**src/rtl/tdr_pkg.sv**
```systemverilog
package tdr_pkg;
  typedef enum logic [3:0] {
    S_IDLE, S_CHK, S_STAT, S_LENH, S_LENL,
    S_AD0, S_AD1, S_AD3, S_BYTE, S_PUSH, S_WB
  } tdr_state_e;

  localparam logic [7:0] STAT_READY = 8'h83;
  localparam logic [7:0] STAT_DONE  = 8'h03;

  localparam int OFF_ALO  = 0;
  localparam int OFF_AMID = 1;
  localparam int OFF_STAT = 2;
  localparam int OFF_AHI  = 3;
  localparam int OFF_LENH = 4;
  localparam int OFF_LENL = 5;
endpackage

```
**src/rtl/tdr_ring_index.sv**
```systemverilog
module tdr_ring_index #(
  parameter int RING_LOG = 2
) (
  input  logic                clk,
  input  logic                rst,
  input  logic                start,
  input  logic                advance,
  output logic [RING_LOG-1:0] idx,
  output logic                scan_full
);
  localparam int RING_SIZE = 1 << RING_LOG;
  localparam logic [RING_LOG-1:0] SCAN_MAX = RING_LOG'(RING_SIZE - 1);

  logic [RING_LOG-1:0] scan_cnt;

  always_ff @(posedge clk) begin
    if (rst) begin
      idx      <= '0;
      scan_cnt <= '0;
    end else begin
      if (advance) idx <= idx + 1'b1;
      if (start)        scan_cnt <= '0;
      else if (advance) scan_cnt <= scan_cnt + 1'b1;
    end
  end

  assign scan_full = (scan_cnt == SCAN_MAX);
endmodule

```
**src/rtl/tdr_len_decode.sv**
```systemverilog
module tdr_len_decode (
  input  logic [7:0]  len_hi,
  input  logic [7:0]  len_lo,
  output logic [15:0] count,
  output logic        is_zero
);
  logic [15:0] raw;
  assign raw     = {len_hi, len_lo};
  assign count   = ~raw + 16'd1;
  assign is_zero = (raw == 16'd0);
endmodule

```
**src/rtl/tdr_addr_gen.sv**
```systemverilog
module tdr_addr_gen #(
  parameter int ADDR_W    = 10,
  parameter int RING_LOG  = 2,
  parameter int RING_BASE = 0
) (
  input  logic [RING_LOG-1:0] idx,
  output logic [ADDR_W-1:0]   desc_base
);
  localparam logic [ADDR_W-1:0] BASE = ADDR_W'(RING_BASE);
  assign desc_base = BASE + ADDR_W'({idx, 3'b000});
endmodule

```
**src/rtl/tdr_byte_out.sv**
```systemverilog
module tdr_byte_out (
  input  logic       clk,
  input  logic       rst,
  input  logic       load,
  input  logic [7:0] load_data,
  input  logic       load_last,
  input  logic       out_ready,
  output logic       out_valid,
  output logic [7:0] out_data,
  output logic       out_last,
  output logic       fire
);
  assign fire = out_valid && out_ready;

  always_ff @(posedge clk) begin
    if (rst) begin
      out_valid <= 1'b0;
      out_data  <= 8'h00;
      out_last  <= 1'b0;
    end else if (load) begin
      out_valid <= 1'b1;
      out_data  <= load_data;
      out_last  <= load_last;
    end else if (fire) begin
      out_valid <= 1'b0;
      out_last  <= 1'b0;
    end
  end
endmodule

```
**src/rtl/txdesc_ring_engine.sv**
```systemverilog
module txdesc_ring_engine #(
  parameter int ADDR_W    = 10,
  parameter int RING_LOG  = 2,
  parameter int RING_BASE = 0
) (
  input  logic              clk,
  input  logic              rst,
  input  logic              kick,
  input  logic              tx_enable,
  output logic              mem_req,
  output logic              mem_we,
  output logic [ADDR_W-1:0] mem_addr,
  output logic [7:0]        mem_wdata,
  input  logic              mem_ack,
  input  logic [7:0]        mem_rdata,
  output logic              out_valid,
  output logic [7:0]        out_data,
  output logic              out_last,
  input  logic              out_ready,
  output logic              tx_done
);
  import tdr_pkg::*;

  localparam int BUF_AW = 24;

  tdr_state_e          state;
  logic [RING_LOG-1:0] idx;
  logic                scan_full;
  logic [ADDR_W-1:0]   desc_base;
  logic [7:0]          len_hi, len_lo;
  logic [15:0]         count;
  logic                len_zero;
  logic [BUF_AW-1:0]   buf_addr;
  logic [15:0]         remain;
  logic                fire;
  logic                scan_start;
  logic                advance;
  logic                byte_load;

  assign scan_start = (state == S_IDLE) && kick && tx_enable;
  assign advance    = (state == S_WB) && mem_ack;
  assign byte_load  = (state == S_BYTE) && mem_ack;

  tdr_ring_index #(.RING_LOG(RING_LOG)) u_index (
    .clk(clk), .rst(rst), .start(scan_start), .advance(advance),
    .idx(idx), .scan_full(scan_full)
  );

  tdr_addr_gen #(.ADDR_W(ADDR_W), .RING_LOG(RING_LOG), .RING_BASE(RING_BASE)) u_addr (
    .idx(idx), .desc_base(desc_base)
  );

  tdr_len_decode u_len (
    .len_hi(len_hi), .len_lo(len_lo), .count(count), .is_zero(len_zero)
  );

  tdr_byte_out u_out (
    .clk(clk), .rst(rst), .load(byte_load), .load_data(mem_rdata),
    .load_last(remain == 16'd1), .out_ready(out_ready),
    .out_valid(out_valid), .out_data(out_data), .out_last(out_last),
    .fire(fire)
  );

  function automatic logic [ADDR_W-1:0] at(input logic [ADDR_W-1:0] base, input int off);
    return base + ADDR_W'(off);
  endfunction

  always_ff @(posedge clk) begin
    if (rst) begin
      state     <= S_IDLE;
      mem_req   <= 1'b0;
      mem_we    <= 1'b0;
      mem_addr  <= '0;
      mem_wdata <= 8'h00;
      len_hi    <= 8'h00;
      len_lo    <= 8'h00;
      buf_addr  <= '0;
      remain    <= 16'd0;
      tx_done   <= 1'b0;
    end else begin
      tx_done <= 1'b0;
      case (state)
        S_IDLE: begin
          if (kick && tx_enable) state <= S_CHK;
        end
        S_CHK: begin
          if (!tx_enable || scan_full) begin
            state <= S_IDLE;
          end else begin
            mem_req  <= 1'b1;
            mem_we   <= 1'b0;
            mem_addr <= at(desc_base, OFF_STAT);
            state    <= S_STAT;
          end
        end
        S_STAT: begin
          if (mem_ack) begin
            if (mem_rdata == STAT_READY) begin
              mem_addr <= at(desc_base, OFF_LENH);
              state    <= S_LENH;
            end else begin
              mem_req <= 1'b0;
              state   <= S_IDLE;
            end
          end
        end
        S_LENH: begin
          if (mem_ack) begin
            len_hi   <= mem_rdata;
            mem_addr <= at(desc_base, OFF_LENL);
            state    <= S_LENL;
          end
        end
        S_LENL: begin
          if (mem_ack) begin
            len_lo   <= mem_rdata;
            mem_addr <= at(desc_base, OFF_ALO);
            state    <= S_AD0;
          end
        end
        S_AD0: begin
          if (mem_ack) begin
            buf_addr[15:8] <= mem_rdata;
            mem_addr       <= at(desc_base, OFF_AMID);
            state          <= S_AD1;
          end
        end
        S_AD1: begin
          if (mem_ack) begin
            buf_addr[7:0] <= mem_rdata;
            mem_addr      <= at(desc_base, OFF_AHI);
            state         <= S_AD3;
          end
        end
        S_AD3: begin
          if (mem_ack) begin
            buf_addr[23:16] <= mem_rdata;
            if (len_zero) begin
              mem_we    <= 1'b1;
              mem_wdata <= STAT_DONE;
              mem_addr  <= at(desc_base, OFF_STAT);
              state     <= S_WB;
            end else begin
              remain   <= count;
              mem_addr <= {mem_rdata, buf_addr[15:0]}[ADDR_W-1:0];
              state    <= S_BYTE;
            end
          end
        end
        S_BYTE: begin
          if (mem_ack) begin
            mem_req  <= 1'b0;
            buf_addr <= buf_addr + 1'b1;
            state    <= S_PUSH;
          end
        end
        S_PUSH: begin
          if (fire) begin
            remain  <= remain - 16'd1;
            mem_req <= 1'b1;
            if (remain == 16'd1) begin
              mem_we    <= 1'b1;
              mem_wdata <= STAT_DONE;
              mem_addr  <= at(desc_base, OFF_STAT);
              state     <= S_WB;
            end else begin
              mem_addr <= buf_addr[ADDR_W-1:0];
              state    <= S_BYTE;
            end
          end
        end
        S_WB: begin
          if (mem_ack) begin
            mem_req <= 1'b0;
            mem_we  <= 1'b0;
            tx_done <= 1'b1;
            state   <= S_CHK;
          end
        end
        default: begin
          mem_req <= 1'b0;
          state   <= S_IDLE;
        end
      endcase
    end
  end
endmodule

```
**config.mk**
```make
export PLATFORM = sky130hd
export DESIGN_NAME = txdesc_ring_engine
export DESIGN_NICKNAME = d
export VERILOG_FILES = /design/src/rtl/tdr_pkg.sv /design/src/rtl/tdr_ring_index.sv /design/src/rtl/tdr_len_decode.sv /design/src/rtl/tdr_addr_gen.sv /design/src/rtl/tdr_byte_out.sv /design/src/rtl/txdesc_ring_engine.sv
export SDC_FILE = /design/constraint.sdc
export NUM_CORES = 1
export LEC_CHECK = 0
export BUFFER_PORTS_ARGS = -buffer_cell sky130_fd_sc_hd__buf_2
export CAP_MARGIN = 5
export CORE_ASPECT_RATIO = 1.5
export CORE_UTILIZATION = 60
export DETAILED_ROUTE_END_ITERATION = 6
export GPL_TIMING_DRIVEN = 0
export PLACE_DENSITY = 0.84
export SYNTH_ARGS = -nofsm -noshare
export SYNTH_HDL_FRONTEND = slang
export SYNTH_SLANG_ARGS = --single-unit
export TNS_END_PERCENT = 20
```
**constraint.sdc**
```tcl
create_clock -name clk -period 4.15 [get_ports clk]
set_input_delay 1.245 -clock clk [delete_from_list [all_inputs] [get_ports clk]]
set_output_delay 1.245 -clock clk [all_outputs]
set_load 0.03 [all_outputs]
```
### Word-level counts from Yosys, hierarchy flattened

Index checks and enable logic that the tools add are counted.

* multipliers: 0
* add/sub/neg operators: 10
* div/mod/pow operators: 0
* bitwise operators: 3
* shift-type cells: 0
* reduce and logical (&&, ||, !) cells: 32
* equality and inequality tests: 30
* order comparisons: 0
* multiplexer cells: 57

Operator list (number)
* $mux 10: 11
* $pmux 10 s8: 1
* $pmux 8 s2: 4
* $mux 16: 3
* $pmux 4 s11: 1
* $mux 4: 10
* $mux 8: 5
* $pmux 16 s2: 1
* $ne 2x2->1 const B: 14
* $add 24x1->24 const B: 1
* $mux 24: 1
* $reduce_and 10->1: 2
* $add 16x1->16 const B: 1
* $eq 16x1->1 const B: 1
* $eq 4x3->1 const B: 4
* $logic_not 16->1: 1
* $not 16->16: 1
* $sub 16x1->16 const B: 1
* $mux 1: 14
* $add 5x2->6 const B: 2
* $add 5x3->6 const B: 2
* $eq 4x4->1 const B: 3
* $reduce_bool 2->1: 5
* $reduce_and 3->1: 3
* 24 further kinds: 40

* memories kept: 0
* register bits: 95
* bits in latches: 0
* memory bits (writable): 0
* bits in read-only memories: 0

### Longest topological paths before layout

Gate-level depths: netlist (run 1).

* depth after elaboration: 5
* gate-level depth with buffers: 9
* depth with buffers taken out: 8

### Hierarchy

Synthesis (run 1) repeated with hierarchy kept, for this count alone.

* cell total of the unflattened synthesis: 650
* area total of the unflattened synthesis: 4954.8 µm²

By module, submodules not included
* txdesc_ring_engine: cells each 549, area each 4065.1 µm², instances 1
* tdr_byte_out: cells each 35, area each 361.6 µm², instances 1
* tdr_len_decode: cells each 40, area each 287.8 µm², instances 1
* tdr_ring_index: cells each 15, area each 161.4 µm², instances 1
* tdr_addr_gen: cells each 11, area each 78.8 µm², instances 1

### Least setup slack after synthesis (run 1)

No wires, ideal clock.

* path type: input port to flip-flop
* from: input port mem_rdata[4]
* to: register mem_addr[0]
* required time: 4.018 ns
* path buffers: 1
* stages: 7
* arrival time: 2.687 ns
* slack: 1.331 ns
* cell sequence: or4b_1 > nor4_1 > o21ai_0 > nor2b_1 > buf_4 > mux2i_1 > a21oi_1

* longest elaborated chain between the ends: 3

Ends and longest elaborated chain
* start: declaration: line txdesc_ring_engine.sv:15 `input logic [7:0] mem_rdata,`
* $eq 8x8->1: line txdesc_ring_engine.sv:98 `if (mem_rdata == STAT_READY) begin`
* $ne 2x2->1 (no source line)
* $reduce_and 10->1 (no source line)
* end signal: assignment: line txdesc_ring_engine.sv:92 `mem_addr <= at(desc_base, OFF_STAT);`
* end signal: assignment: line txdesc_ring_engine.sv:99 `mem_addr <= at(desc_base, OFF_LENH);`
* end signal: assignment: line txdesc_ring_engine.sv:110 `mem_addr <= at(desc_base, OFF_LENL);`
* end: declaration: line txdesc_ring_engine.sv:12 `output logic [ADDR_W-1:0] mem_addr,`

Every way passes these cells.
A chain may end at the register's enable or synchronous reset.

### Worst setup path after layout (run 1)

* from: input port mem_rdata[4]
* to: register mem_addr[2]

Same word-level chain as after synthesis.

==> results of run 1 <==
==> power groups by stage <==
stage                     clock (W)  sequential, W  combinational (W)
after global routing       0.000523       0.000725           0.000185
after CTS                  0.000498       0.000724           0.000169
after global placement            0       0.000740           0.000164
after floorplan                   0       0.000752           0.000110
after detailed placement          0       0.000741           0.000168
final                      0.000491       0.000725           0.000172
==> cells in the mapped netlist, types with 5 or more instances <==
master    instances
a21oi_1          41
o22ai_1           6
a22oi_1          13
ha_1              5
nand2b_1          5
xor2_1            9
clkbuf_1         24
buf_2             6
nand3b_1          5
nor3_1           13
nor2b_1           7
nor2_1           71
o21ai_0          29
nand2_1          56
mux2i_1          22
nand3_1          14
a211oi_1         13
inv_1             8
xnor2_1           8
a31oi_1           7
dfxtp_1          74
nor4_1            8
buf_4             8
==> layer usage <==
metal / vias to the layer above / GRT usage (%)
li1: 1930 / -
met1: 1864 / 37.3
met2: 199 / 54.2
met3: 66 / 4.13
met4: 0 / 23.7
met5: - / 0
==> cells by family after synthesis <==
group	after synthesis	share of synthesized area, %
other	1	0.0934
multiplexers	22	5.48
AO/OA/AOI/OAI	131	20.5
buffers and inverters	48	5.42
XOR/XNOR	17	3.71
flip-flops	74	36.9
adder cells (fa/ha/maj)	5	1.56
AND/OR/NAND/NOR	211	26.3
==> cell type report <==
| class | instances | area [µm²] | share of cell area, % |
|---|---|---|---|
| well taps | 76 | 95.1 | 2.12 |
| clock inverters | 6 | 43.8 | 0.975 |
| plain buffers | 40 | 188 | 4.18 |
| inverters | 8 | 30.0 | 0.669 |
| repair buffers | 38 | 190 | 4.23 |
| clock buffers | 10 | 128 | 2.84 |
| flip-flops and latches | 74 | 1480 | 33.0 |
| multi-input cells | 392 | 2340 | 52.0 |
==> worst max-delay path: cells and delay by family <==
family,cells,cell delay [ns]
AND/OR/NAND/NOR,4,1.54
buffers and inverters,1,0.14
AO/OA/AOI/OAI,2,0.42
==> through the flow <==
step | hold WS [ns] | utilization, % | power, W | cells
6_report | 0.455 | 69.3 | 0.00139 | 644
5_1_grt | 0.471 | 69.3 | 0.00143 | 644
4_1_cts | 0.457 | 69.3 | 0.00139 | 644
3_5_place_dp | 0.446 | 66.6 | 0.000909 | 628
3_3_place_gp | 0.443 | 66.6 | 0.000905 | 628
2_1_floorplan | 0.448 | - | 0.000862 | 514
==> sequential cells by signal, indices dropped and copies added, names as in the netlist <==
| register | count |
|---|---|
| remain | 16 |
| buf_addr | 10 |
| mem_addr | 10 |
| len_hi | 8 |
| len_lo | 8 |
| u_out.out_data | 8 |
| state | 4 |
| u_index.idx | 2 |
| u_index.scan_cnt | 2 |
| mem_req | 1 |
| mem_wdata | 1 |
| mem_we | 1 |
| tx_done | 1 |
| u_out.out_last | 1 |
| u_out.out_valid | 1 |
==> worst max path at each step <==
stage,end,slack (ns),start
after global placement,mem_addr[0]$_SDFFE_PP0P_,0.72,mem_rdata[4]
after global routing,mem_addr[9]$_SDFFE_PP0P_,0.99,mem_rdata[4]
after floorplan,mem_addr[0]$_SDFFE_PP0P_,1.33,mem_rdata[4]
after CTS,mem_addr[9]$_SDFFE_PP0P_,1.07,mem_rdata[4]
final,mem_addr[2]$_SDFFE_PP0P_,1.08,mem_rdata[4]
after detailed placement,mem_addr[8]$_SDFFE_PP0P_,0.72,mem_rdata[4]
==> key figures, run 1 <==
Final layout
  – Synthesis-to-layout area growth: 11.8%
  – Ratio of cells with drive above 1 in the final layout: between 10% and 20%
  – Nets@finish: 582
  – Final instance area: 4490 µm²
  – Most common library cell in the layout ignoring fill and taps: dfxtp_1
  – # diodes: 0
  – # fillers: between 500 and 600
  – Most frequent cells in the layout: 74 x dfxtp_1, 71 x nor2_1, 56 x nand2_1, 44 x buf_2, 41 x a21oi_1

Worst hold path
  – Hold Path Stages: 2
  – Hold EP: u_out.out_data[0]$_SDFFE_PP0P_
  – Hold Crit Start: u_out.out_data[0]$_SDFFE_PP0P_
  – Worst min path class: reg2reg

Synth
  – Synth warnings: 0
  – Number of flops mapped to enable cells by yosys: 0
  – Synth top area share: approximately 37%
  – Synthesized flop and latch total: 74
  – Fraction of registers with async set/reset: 0%
  – Post-Synthesis Cell Area: 4020 µm²
  – Cells after Synth: about 510
  – Synth top area cells: dfxtp_1 37%, nor2_1 6.6%, mux2i_1 5.5%, nand2_1 5.2%, a21oi_1 5.1%
  – Synth unique cells: 59
  – Post-synthesis sequential area ratio: between 30% and 40%
  – Yosys top cell by area: dfxtp_1
  – Synth Flop Type: dfxtp_1
  – Syn Area/Cell: around 7.9 µm²

CTS
  – Post-CTS Setup Inserts: 0
  – Clk sink count: 74
  – CTS-repair resized insts: 0
  – CTS Root Cell: clkbuf_8
  – CTS tree: done
  – Clock tree buffer depth: 2
  – TritonCTS Buffers: 9
  – Clock latency on the worst-skew pair: 0.36 ns
  – CTS clk-pin slew, worst paths: approximately 0.08 ns
  – H-tree depth: 3
  – # hold bufs at CTS: 0

Die
  – Initial Util: 61.9%
  – Die area: ~7000 µm²
  – CORE AREA: about 6500 µm²
  – IO Pins: 45
  – Die width: 68.8 µm
  – Row count: 36
  – Die H: ~100 µm

Status
  – Status: complete, no violations

Power
  – Worst VDD drop: a little under 0.0003 V
  – Clock power frac: a little over a third
  – Pleak: between 1.5 and 2 nW
  – P_int: around 0.00099 W
  – Flop pwr share: between 50 and 60%
  – Logic pwr share: between 10% and 20%
  – NetSw: slightly below 0.0004 W
  – Power per cell area: 309 nW/µm²
  – Switch share: around 28%

Critical path
  – Crit start category: primary input
  – Arr. time, crit path: around 3.4 ns
  – CP Class: in2reg
  – Reg-to-Reg End: remain[8]$_SDFFE_PP0P_
  – Critical path's largest stage delay: between 0.5 and 0.6 ns
  – FF-to-FF path depth: 9
  – Setup slack, reg-to-reg: approximately 1.6 ns
  – Crit-path max FO: 7
  – Cells along the critical path: buf_2 > or4b_1 > nor4_1 > o21ai_0 > nor2_1 > nand2_1 > a31oi_1
  – Crit Reg-Reg Startpoint: len_lo[0]$_SDFFE_PP0P_
  – CP Capture Type: flop
  – Slowest-stage cell, CP: or4b_1
  – CP Data Required Time: roughly 4.4 ns

Global routing
  – Global route overflow: 0
  – Number of global-route vias before repair: 3580
  – First-pass GRT wire length: roughly 17000 µm
  – Initial antenna violation count: 0
  – Largest net degree at the start of global routing: 14
  – Gr usage total: around 33%

Timing
  – Final Setup Violations: 0
  – Setup_tns: 0 ns
  – Worst-Margin Slew: around 0.87 ns
  – Slew Limit Fails: 0
  – Final worst setup slack: 1.08 ns
  – Slew HR: between 40 and 50%
  – Clock skew: roughly 0.012 ns
  – Final hold vios: 0
  – Final cycle utilization of the critical path: about 74%
  – Post-layout min period: ~3.1 ns
  – Fmax: 325 MHz
  – RSZ-0062 raised after global routing: false

Detailed routing
  – Vias: just over 4000
  – Metal2 WL: between 5000 and 6000 µm
  – Initial detailed-routing violation count: ~360
  – DRC: 0
  – Final WL: ~11000 µm
  – Post-route ant nets: 0
  – Via density per instance: ~6.3
  – First-pass DRT Iterations: 5
  – Wirelength per Cell: ~17 µm
  – Met3 WL: between 500 and 600 µm
  – Top Layer Used: met4
  – Routed length on met1: between 4000 and 5000 µm

Job
  – Max Cap Viol: 0

Place
  – Placer Congestion: between 0.9 and 1
  – Dpl cell area: 4320 µm²
  – Pre-CTS setup slack: around 0.72 ns
  – HPWL Detailed: around 7900 µm
  – Port Buffers: 38
Note: power is estimated with default switching activity, not from simulation.
==> inputs of run 2 (changes only) <==
--- a/config.mk
+++ b/config.mk
@@ -5,13 +5,14 @@
 export SDC_FILE = /design/constraint.sdc
 export NUM_CORES = 1
 export LEC_CHECK = 0
+export ABC_AREA = 1
 export BUFFER_PORTS_ARGS = -buffer_cell sky130_fd_sc_hd__buf_2
 export CAP_MARGIN = 5
 export CORE_ASPECT_RATIO = 1.5
-export CORE_UTILIZATION = 60
+export CORE_UTILIZATION = 54
 export DETAILED_ROUTE_END_ITERATION = 6
 export GPL_TIMING_DRIVEN = 0
-export PLACE_DENSITY = 0.84
+export PLACE_DENSITY = 0.8
 export SYNTH_ARGS = -nofsm -noshare
 export SYNTH_HDL_FRONTEND = slang
 export SYNTH_SLANG_ARGS = --single-unit
==> constraint.sdc (replaced) <==
create_clock -name clk -period 2.6 [get_ports clk]
set_input_delay 0.78 -clock clk [delete_from_list [all_inputs] [get_ports clk]]
set_output_delay 0.78 -clock clk [all_outputs]
set_load 0.03 [all_outputs]
==> run 2 against run 1 <==
Via count grew 23%. Critical path type unchanged. Clock power grew 150%. Largest power group is now combinational logic. Clock skew shrank 0.0079 ns. Global-route usage grew 1.0 points. Die area grew 25%.
==> key figures, run 2 <==
Final layout
  – Reg area: 1480 µm² (unchanged)
  – Final core area utilization: 63.9% (-5.4 points)
  – # fillers: 770 (+35%)
  – # diodes: 0 (unchanged)
  – Synthesis-to-layout area growth: 13.6%
  – Most frequent cells in the layout: 193 x nand2_1, 100 x nor2_1, 79 x nand3_1, 74 x dfxtp_1, 71 x inv_1
  – Most flop-heavy register: remain
  – Area of the multi-input gates: 2610 µm² (+12%)
  – Most common library cell in the layout ignoring fill and taps: nand2_1
  – Largest register FFs: 16 (unchanged)
  – Largest regs: remain x16, buf_addr x10, mem_addr x10
  – Ratio of cells with drive above 1 in the final layout: 12.0% (-1.7 points)
  – Nets@finish: 813 (+40%)

Timing
  – Final cycle utilization of the critical path: roughly 85%
  – Final Setup Violations: 0 (unchanged)
  – Slew Limit Fails: 0 (unchanged)
  – Post-layout min period: ~2.2 ns
  – Final worst setup slack: 0.402 ns (-0.675 ns)
  – Setup_tns: 0 ns (unchanged)
  – Final hold vios: 0 (unchanged)
  – Clock skew: 0.00410 ns (-0.00786 ns)
  – Fmax: ~450 MHz
  – RSZ-0062 raised after global routing: false
  – Worst-Margin Slew: 0.847 ns (-0.0263 ns)
  – Slew HR: 43.1% (+1.9 points)

Synth
  – Yosys top cell by area: dfxtp_1
  – Number of flops mapped to enable cells by yosys: 0 (unchanged)
  – Syn Area/Cell: 6.12 µm² (-22%)
  – Synth top area cells: dfxtp_1 33%, nand2_1 16%, nand3_1 8.7%, nor2_1 8.3%, a21oi_1 7.5%
  – Synth top area share: 32.7% (-4.2 points)
  – Synth Flop Type: dfxtp_1
  – Post-Synthesis Cell Area: 4530 µm² (+13%)
  – Most numerous cell in the Yosys netlist: nand2_1
  – Synth unique cells: 33 (-44%)
  – Cells after Synth: 741 (+46%)
  – Fraction of registers with async set/reset: 0% (unchanged)
  – Synth warnings: 0 (unchanged)
  – Synthesized flop and latch total: 74 (unchanged)
  – Post-synth top cells: 193 x nand2_1, 100 x nor2_1, 79 x nand3_1, 74 x dfxtp_1, 71 x inv_1
  – Post-synthesis sequential area ratio: 32.7% (-4.2 points)

CTS
  – CTS Root Cell: clkbuf_16
  – Clock tree buffer depth: 2 (unchanged)
  – Clk sink count: 74 (unchanged)
  – CTS clk-pin slew, worst paths: 0.05 ns (-0.03 ns)
  – Post-CTS Setup Inserts: 0 (unchanged)
  – CTS tree: done
  – Clock latency on the worst-skew pair: 0.35 ns (about the same)
  – CTS-repair resized insts: 0 (unchanged)
  – TritonCTS Buffers: 9 (unchanged)
  – H-tree depth: 3 (unchanged)
  – # hold bufs at CTS: 0 (unchanged)

Place
  – Port Buffers: 37 (-2.6%)
  – HPWL Detailed: 10700 µm (+34%)
  – Placer Congestion: 0.933 (-0.86%)
  – Pre-CTS setup slack: 0.0311 ns (-0.686 ns)

Power
  – Power per cell area: 836 nW/µm² (+170%)
  – Switch share: 41.4% (+13 points)
  – Pleak: 2.50 nW (+39%)
  – NetSw: 0.00178 W (+350%)
  – P_int: 0.00252 W (+150%)
  – Flop pwr share: 32.7% (-20 points)
  – Logic pwr share: 39.1% (+27 points)
  – Clock power frac: 28.2% (-7.2 points)
  – Worst VDD drop: 0.000647 V (+120%)

Critical path
  – CP Data Required Time: 2.81 ns (-1.61 ns)
  – CP Capture Type: flop
  – CP Class: in2reg
  – Crit-path max FO: 7 (unchanged)
  – Arr. time, crit path: 2.41 ns (-0.94 ns)
  – Crit start category: primary input

Detailed routing
  – Final WL: 13900 µm (+28%)
  – DRC: 0 (unchanged)
  – Initial detailed-routing violation count: 274 (-23%)
  – First-pass DRT Iterations: 5 (unchanged)
  – Post-route ant nets: 0 (unchanged)
  – Vias: 4985 (+23%)
  – Via density per instance: 5.51 (-13%)
  – Wirelength per Cell: 15.4 µm (-8.8%)

Die
  – Initial Util: 56.2% (-5.7 points)
  – CORE AREA: 8060 µm² (+24%)
  – Row count: 40 (+11%)
  – Die H: 114 µm (+12%)
  – Die width: 76.8 µm (+12%)
  – IO Pins: 45 (unchanged)
  – Die area: 8770 µm² (+25%)

Global routing
  – First-pass GRT wire length: 22600 µm (+34%)
  – Number of global-route vias before repair: 4864 (+36%)
  – Gr usage total: 33.6% (+1.0 points)
  – Global route overflow: 0 (unchanged)
  – Largest net degree at the start of global routing: 12 (-2)
  – Initial antenna violation count: 0 (unchanged)

Status
  – Status: complete, no violations

Worst hold path
  – Worst min path class: reg2reg

Job
  – Max Cap Viol: 0 (unchanged)
run 2: cell types whose count changed in the layout (fill, tap and decap cells not counted), moves of 9 or more:
| cell | previous run | this run |
|---|---|---|
| nand3_1 | 14 | 79 |
| inv_1 | 8 | 71 |
| clkbuf_8 | 9 | 0 |
| o21ai_0 | 29 | 64 |
| clkbuf_16 | 0 | 9 |
| clkbuf_1 | 25 | 16 |
| nand2_1 | 56 | 193 |
| a211oi_1 | 13 | 0 |
| a22oi_1 | 13 | 0 |
| mux2i_1 | 22 | 0 |
| a21oi_1 | 41 | 68 |
| nor2_1 | 71 | 100 |
run 2: stage by stage:
stage | hold WS [ns] | cells | power, W | area [µm²]
floorplan | 0.445 | 746 | 0.00264 | 4550
finish | 0.462 | 904 | 0.00430 | 5150
global placement | 0.451 | 888 | 0.00303 | 4870
detailed placement | 0.455 | 888 | 0.00308 | 4870
global route | 0.482 | 904 | 0.00458 | 5150
CTS | 0.464 | 904 | 0.00429 | 5150
run 2: worst paths after layout:
path	startpoint	endpoint	slack, ns	depth (start not counted)
max reg2reg	len_hi[0]$_SDFFE_PP0P_	remain[11]$_SDFFE_PP0P_	0.49	8
min	mem_addr[2]$_SDFFE_PP0P_	mem_addr[2]$_SDFFE_PP0P_	0.46	2
max	mem_ack	u_index.idx[1]$_SDFFE_PP0P_	0.40	6
min reg2reg	mem_addr[2]$_SDFFE_PP0P_	mem_addr[2]$_SDFFE_PP0P_	0.46	2
run 2: cell type report:
type / instances / area share (%)
inverters: 78 / 5.69
clock buffers: 13 / 4.67
plain buffers: 30 / 3.26
clock inverters: 3 / 0.778
well taps: 105 / 2.55
repair buffers: 37 / 3.60
multi-input cells: 564 / 50.7
flip-flops and latches: 74 / 28.8
run 2: power by group through the flow:
stage	Sequential [W]	Clock, W	Combinational [W]
floorplan	0.00153	0	0.00111
global placement	0.00142	0	0.00161
detailed placement	0.00143	0	0.00165
CTS	0.00140	0.00123	0.00166
global route	0.00142	0.00127	0.00188
finish	0.00141	0.00121	0.00168
run 2: cell families after synthesis:
kind of cell             share of synthesized area [%]
AND/OR/NAND/NOR                                   38.5
AO/OA/AOI/OAI                                     16.4
buffers and inverters                             10.2
XOR/XNOR                                         0.773
other                                           0.0827
adder cells (fa/ha/maj)                           1.38
flip-flops                                        32.7
run 2: layer usage:
metal  track usage, %  wire [µm]  up-vias
met4             27.6       1030        0
met5                0          0        -
met1             32.7       5090     2291
met3             4.78        612       63
met2             62.5       7190      146
li1                 -          -     2485
run 2: critical path: stages:
cell,delay [ns]
buf_2,0.12
inv_1,0.15
nor3_1,0.74
inv_1,0.32
nor3_1,0.23
nor3_1,0.07
